--- src/rtl/dr_cmp_pkg.sv ---
package dr_cmp_pkg;

  typedef enum logic [1:0] {
    CODE_SPACER = 2'd0,
    CODE_WORK   = 2'd1,
    CODE_BAD    = 2'd2
  } code_e;

  // Classify one rail pair under the chosen spacer encoding.
  function automatic code_e classify(input logic unit_sp, input logic t, input logic f);
    if (t ^ f)         return CODE_WORK;
    else if (t == unit_sp) return CODE_SPACER;
    else               return CODE_BAD;
  endfunction

  // Two-input hysteresis (C-element) next state: set on both, clear on neither.
  function automatic logic celem_next(input logic a, input logic b, input logic q);
    return (a & b) | (q & (a | b));
  endfunction

endpackage

--- src/rtl/dr_bit_ind.sv ---
module dr_bit_ind
  import dr_cmp_pkg::*;
#(
  parameter int WIDTH   = 64,
  parameter bit UNIT_SP = 1'b0
) (
  input  logic             clk,
  input  logic             rst,
  input  logic [WIDTH-1:0] rail_t,
  input  logic [WIDTH-1:0] rail_f,
  output logic [WIDTH-1:0] ind,
  output logic             bad_flag
);

  logic [WIDTH-1:0] is_work;
  logic [WIDTH-1:0] is_spacer;
  logic [WIDTH-1:0] is_bad;
  logic [WIDTH-1:0] ind_nxt;

  for (genvar i = 0; i < WIDTH; i++) begin : g_bit
    code_e code;
    always_comb code = classify(UNIT_SP, rail_t[i], rail_f[i]);
    assign is_work[i]   = (code == CODE_WORK);
    assign is_spacer[i] = (code == CODE_SPACER);
    assign is_bad[i]    = (code == CODE_BAD);
    // "work seen" and "not at spacer" feed the hysteresis element;
    // an illegal pair gives 0/1 and therefore holds.
    assign ind_nxt[i]   = celem_next(is_work[i], ~is_spacer[i], ind[i]);


    ind_bad_hold_chk: assert property (@(posedge clk) disable iff (rst)
      is_bad[i] |=> $stable(ind[i]));

    ind_set_chk: assert property (@(posedge clk) disable iff (rst)
      is_work[i] |=> ind[i]);

    ind_clr_chk: assert property (@(posedge clk) disable iff (rst)
      is_spacer[i] |=> !ind[i]);
  end

  always_ff @(posedge clk) begin
    if (rst) begin
      ind      <= '0;
      bad_flag <= 1'b0;
    end else begin
      ind      <= ind_nxt;
      bad_flag <= |is_bad;
    end
  end


  bad_rise_chk: assert property (@(posedge clk) disable iff (rst)
    (|is_bad) |=> bad_flag);

  bad_clear_chk: assert property (@(posedge clk) disable iff (rst)
    !(|is_bad) |=> !bad_flag);

endmodule

--- src/rtl/dr_c_merge.sv ---
module dr_c_merge #(
  parameter int N = 8
) (
  input  logic         clk,
  input  logic         rst,
  input  logic [N-1:0] in_vec,
  output logic         q
);

  logic all_set;
  logic all_clr;

  assign all_set = &in_vec;
  assign all_clr = ~|in_vec;

  always_ff @(posedge clk) begin
    if (rst)          q <= 1'b0;
    else if (all_set) q <= 1'b1;
    else if (all_clr) q <= 1'b0;
  end


  mixed_hold_chk: assert property (@(posedge clk) disable iff (rst)
    !(all_set || all_clr) |=> $stable(q));

  merge_fall_chk: assert property (@(posedge clk) disable iff (rst)
    $fell(q) |-> $past(all_clr));

  merge_rise_chk: assert property (@(posedge clk) disable iff (rst)
    $rose(q) |-> $past(all_set));

endmodule

--- src/rtl/dr_completion_ind.sv ---
module dr_completion_ind #(
  parameter int WIDTH   = 64,
  parameter int GROUP   = 8,
  parameter bit UNIT_SP = 1'b0
) (
  input  logic             clk,
  input  logic             rst,
  input  logic [WIDTH-1:0] rail_t,
  input  logic [WIDTH-1:0] rail_f,
  input  logic             down_ind,
  output logic             ack_prev,
  output logic             code_err
);

  localparam int NGRP = (WIDTH + GROUP - 1) / GROUP;

  logic [WIDTH-1:0] bit_ind;
  logic [NGRP-1:0]  grp_done;
  logic             merged;

  dr_bit_ind #(.WIDTH(WIDTH), .UNIT_SP(UNIT_SP)) u_bits (
    .clk      (clk),
    .rst      (rst),
    .rail_t   (rail_t),
    .rail_f   (rail_f),
    .ind      (bit_ind),
    .bad_flag (code_err)
  );

  for (genvar g = 0; g < NGRP; g++) begin : g_grp
    localparam int LO = g * GROUP;
    localparam int HI = ((LO + GROUP) > WIDTH) ? (WIDTH - 1) : (LO + GROUP - 1);
    dr_c_merge #(.N(HI - LO + 1)) u_grp (
      .clk    (clk),
      .rst    (rst),
      .in_vec (bit_ind[HI:LO]),
      .q      (grp_done[g])
    );
  end

  dr_c_merge #(.N(NGRP + 1)) u_top (
    .clk    (clk),
    .rst    (rst),
    .in_vec ({down_ind, grp_done}),
    .q      (merged)
  );

  assign ack_prev = merged;


  rst_out_chk: assert property (@(posedge clk)
    rst |=> (!ack_prev && !code_err));

  ack_rise_down_chk: assert property (@(posedge clk) disable iff (rst)
    $rose(ack_prev) |-> $past(down_ind));

  ack_fall_chk: assert property (@(posedge clk) disable iff (rst)
    $fell(ack_prev) |-> $past(!down_ind && !(|grp_done)));

  ack_rise_grp_chk: assert property (@(posedge clk) disable iff (rst)
    $rose(ack_prev) |-> $past(&grp_done));

endmodule

--- config.mk ---
export PLATFORM = sky130hd
export DESIGN_NAME = dr_completion_ind
export DESIGN_NICKNAME = d
export VERILOG_FILES = /design/src/rtl/dr_cmp_pkg.sv /design/src/rtl/dr_bit_ind.sv /design/src/rtl/dr_c_merge.sv /design/src/rtl/dr_completion_ind.sv
export SDC_FILE = /design/constraint.sdc
export NUM_CORES = 1
export LEC_CHECK = 0
export ABC_AREA = 1
export BUFFER_PORTS_ARGS = -buffer_cell sky130_fd_sc_hd__buf_2
export CORE_ASPECT_RATIO = 1.75
export CORE_MARGIN = 3
export CORE_UTILIZATION = 31
export CTS_CLUSTER_SIZE = 30
export DETAILED_ROUTE_END_ITERATION = 6
export SLEW_MARGIN = 20
export SYNTH_ARGS = -nofsm -noshare
export SYNTH_HDL_FRONTEND = slang
export SYNTH_SLANG_ARGS = --single-unit
--- constraint.sdc ---
create_clock -name clk -period 1.25 [get_ports clk]
set_clock_uncertainty 0.05 [all_clocks]
set_input_delay 0.1875 -clock clk [delete_from_list [all_inputs] [get_ports clk]]
set_output_delay 0.1875 -clock clk [all_outputs]
set_load 0.05 [all_outputs]
==> results.py <==
metrics = {
    "global_route": {
        "via_count_of_the_first_global_routing_pass": 4020,
        "antenna_found_initial": 0,
        "grt_max_degree": 22,
        "grt-ovfl-total": 0,
        "grt_pass1_wl_um": 16720,
        "grt_util_all_layers_pct": 14.48,
    },
    "setup_path": {
        "slowest_stage_delay_on_critical_path_ps": 330,
        "crit_path_max_fo": 1,
        "cp_data_arrival_time_ps": 960,
        "crit_slowest_cell": "dfxtp_1",
        "worstPathRequired_ps": 1010,
        "timing.critical_path.cells": "buf_2",
        "worst_path_dominant_cell_family": "flip-flops",
        "type_of_element_capturing_the_critical_path": "output pin",
        "critPathLaunchType": "flip-flop",
        "cp.buffers_inverters": 1,
        "critPathKind": "reg2out",
    },
    "detailed_routing": {
        "routed_vias_inst": 4.629,
        "route.vias.total": 3884,
        "antenna_left": 0,
        "detail_route.first_pass.iterations": 4,
        "wirelength_um": 10140,
        "drcViolationCount": 0,
        "drt_iter0_drc": 65,
        "post_drt_wl_per_cell_um": 12.09,
    },
    "final_layout": {
        "fin_nets": 862,
        "nFillCells": 1307,
        "layout-area-overhead-vs-synth_pct": 37.61,
        "post-route-util_pct": 43.86,
        "final_layout_size_suffix_gt1_share_pct": 33.83,
        "antennaDiodeCount": 0,
    },
    "worst_hold_path": {
        "hold_path_class": "in2reg",
    },
    "clock_network": {
        "tritoncts": "yes",
        "numCtsBuffers": 9,
        "cts_post_setup_buffers_inserted": 0,
        "clk_latency_ps": 330,
        "holdBufCountCts": 0,
        "htree_levels": 3,
        "cts_root_buffer": "clkbuf_16",
        "clock_sinks": 74,
        "cts_buffer_depth": 2,
        "cts_resized": 0,
        "clk_pin_slew_worst_paths_ps": 60,
    },
    "floorplan": {
        "die_area_um2": 14370,
        "fp.dieW_um": 91.92,
        "chipHeight_um": 156.4,
        "area_of_the_core_um2": 12570,
        "number_of_placement_rows": 54,
        "floorplan.initialDensity_pct": 31.87,
        "io_pins": 133,
    },
    "sta": {
        "max_slew_margin_pct": 78.88,
        "setup-tns-final_ps": 0,
        "min_period_over_period_pct": 95.43,
        "worst_slew_pin_slew_ps": 315.6,
        "endpoints_failing_hold": 0,
        "setup_violators_final": 0,
        "grt_setup_unrepaired": "no",
        "final_max_slew_viols": 0,
        "fmax_mhz": 838.3,
        "finalWorstPathRequiredPeriod_ps": 1193,
    },
    "pwr": {
        "report.power.total_mw": 6.393,
        "p_leak_nw": 2.634,
        "power.ir.vdd_worst_mv": 0.5921,
        "pwr_density_cell_nw_per_um2": 1160,
    },
    "synth": {
        "synth.distinct_cells": 16,
        "synth_top_family_by_area": "compound AO/OA/AOI/OAI gates",
        "syn-instance-count": 482,
        "post_synth_instance_area_um2": 4005,
        "post_synth_net_total": 677,
        "yosys.area_share.adder_pct": 19.99,
        "synth-xor-area-share_pct": 0,
        "synth_simple_gate_area_share_pct": 12.65,
        "synth_top_cell_area_share_pct": 36.99,
        "ys_top_cells_by_area": "dfxtp_1 (37%), ha_1 (20%), a21oi_1 (8.0%), o21ai_0 (6.7%), inv_1 (6.5%)",
        "ys_seq_elements": 74,
        "yosysTopAreaCell": "dfxtp_1",
        "synth_compound_area_share_pct": 21.68,
        "post_synth_mux_area_share_pct": 0,
        "yosysWarningCount": 0,
        "yosysSeqAreaShare_pct": 36.99,
        "syn_avg_cell_area_um2": 8.309,
    },
    "flow_run": {
        "drv_cap": 0,
    },
    "run_status": {
        "run_status": "complete, no violations",
    },
    "placed_design": {
        "io_buffers": 132,
        "dp_hpwl_um": 8820,
        "routabilityCongestion": 0.8373,
    },
}
[power breakdown]
| group | internal, mW | total (mW) | leakage [nW] | switching [mW] |
|---|---|---|---|---|
| Clock | 1.70 | 2.63 | 0.151 | 0.927 |
| Sequential | 2.55 | 2.65 | 0.615 | 0.0989 |
| Combinational | 0.562 | 1.11 | 1.87 | 0.552 |
| Total | 4.82 | 6.39 | 2.63 | 1.58 |
[cell type report]
class / instances / area [µm²] / area share [%]
multi-input cells: 331 / 2176 / 39.48
flip-flops and latches: 74 / 1481 / 26.88
repair buffers: 181 / 1066 / 19.34
clock buffers: 12 / 266.5 / 4.835
inverters: 70 / 265.3 / 4.813
well taps: 168 / 210.2 / 3.814
clock inverters: 3 / 46.29 / 0.8400
[path summary, 6_finish.rpt]
kind,start,endpoint,slack (ps),depth (start not counted)
setup / recovery,u_bits.bad_flag$_SDFF_PP0_,code_err,60,1
hold / removal,rst,g_grp[6].u_grp.q$_SDFFE_PP0P_,100,2
hold reg to reg,flip-flop,flip-flop,400,2
setup reg to reg,flip-flop,g_grp[6].u_grp.q$_SDFFE_PP0P_,280,4
[kinds of logic after synthesis]
logic type / after synthesis
AOI/OAI and AO/OA: 151
DFF: 74
adders and majority gates: 64
buffers and inverters: 77
and+or+nand+nor: 116
[synth_stat cells]
cell type  number
nor3_1          2
nand2_1        26
inv_4           1
inv_1          69
o21ai_2        20
nand3_1        11
a21oi_2        10
o21ai_1         3
o21ai_0        54
buf_6           6
dfxtp_1        74
a21oi_1        64
buf_8           1
nor2_1         55
nand4_1        22
ha_1           64
[routing by layer]
metal	vias to the layer above	track usage (%)	part of all wire (%)
met5	-	0	0
li1	2028	-	-
met3	13	2.213	3.7
met4	0	6.591	2.8
met2	84	29.43	59
met1	1759	13.87	35
[metrics by stage]
stage	hold WS, ps	std cells	area [µm²]	setup slack, ps
2_1_floorplan	206.6	482	4005	225.4
3_3_place_gp	393.2	824	5199	-221.8
3_5_place_dp	397.8	824	5199	-207.2
4_1_cts	95.39	839	5512	26.00
5_1_grt	90.27	839	5512	29.57
6_report	99.71	839	5512	57.10
[cell usage in the layout, fill, tap and decap left out]
cell type     n
o21ai_0      54
inv_1        69
buf_4        46
nor3_1        2
clkinvlp_4    1
dfxtp_1      74
buf_12        3
o21ai_2      20
clkbuf_16     9
buf_2       132
nand2_1      26
nand3_1      11
a21oi_1      64
inv_6         1
bufinv_16     1
inv_4         1
clkbuf_8      3
ha_1         64
o21ai_1       3
nand4_1      22
nor2_1       55
a21oi_2      10
[worst register-to-register path, delay by kind of cell, from the launching register on]
kind / cells / cell delay, ps
and+or+nand+nor: 3 / 350
DFF: 1 / 320
AOI/OAI and AO/OA: 1 / 140
Power figures use the tool's default switching activity.
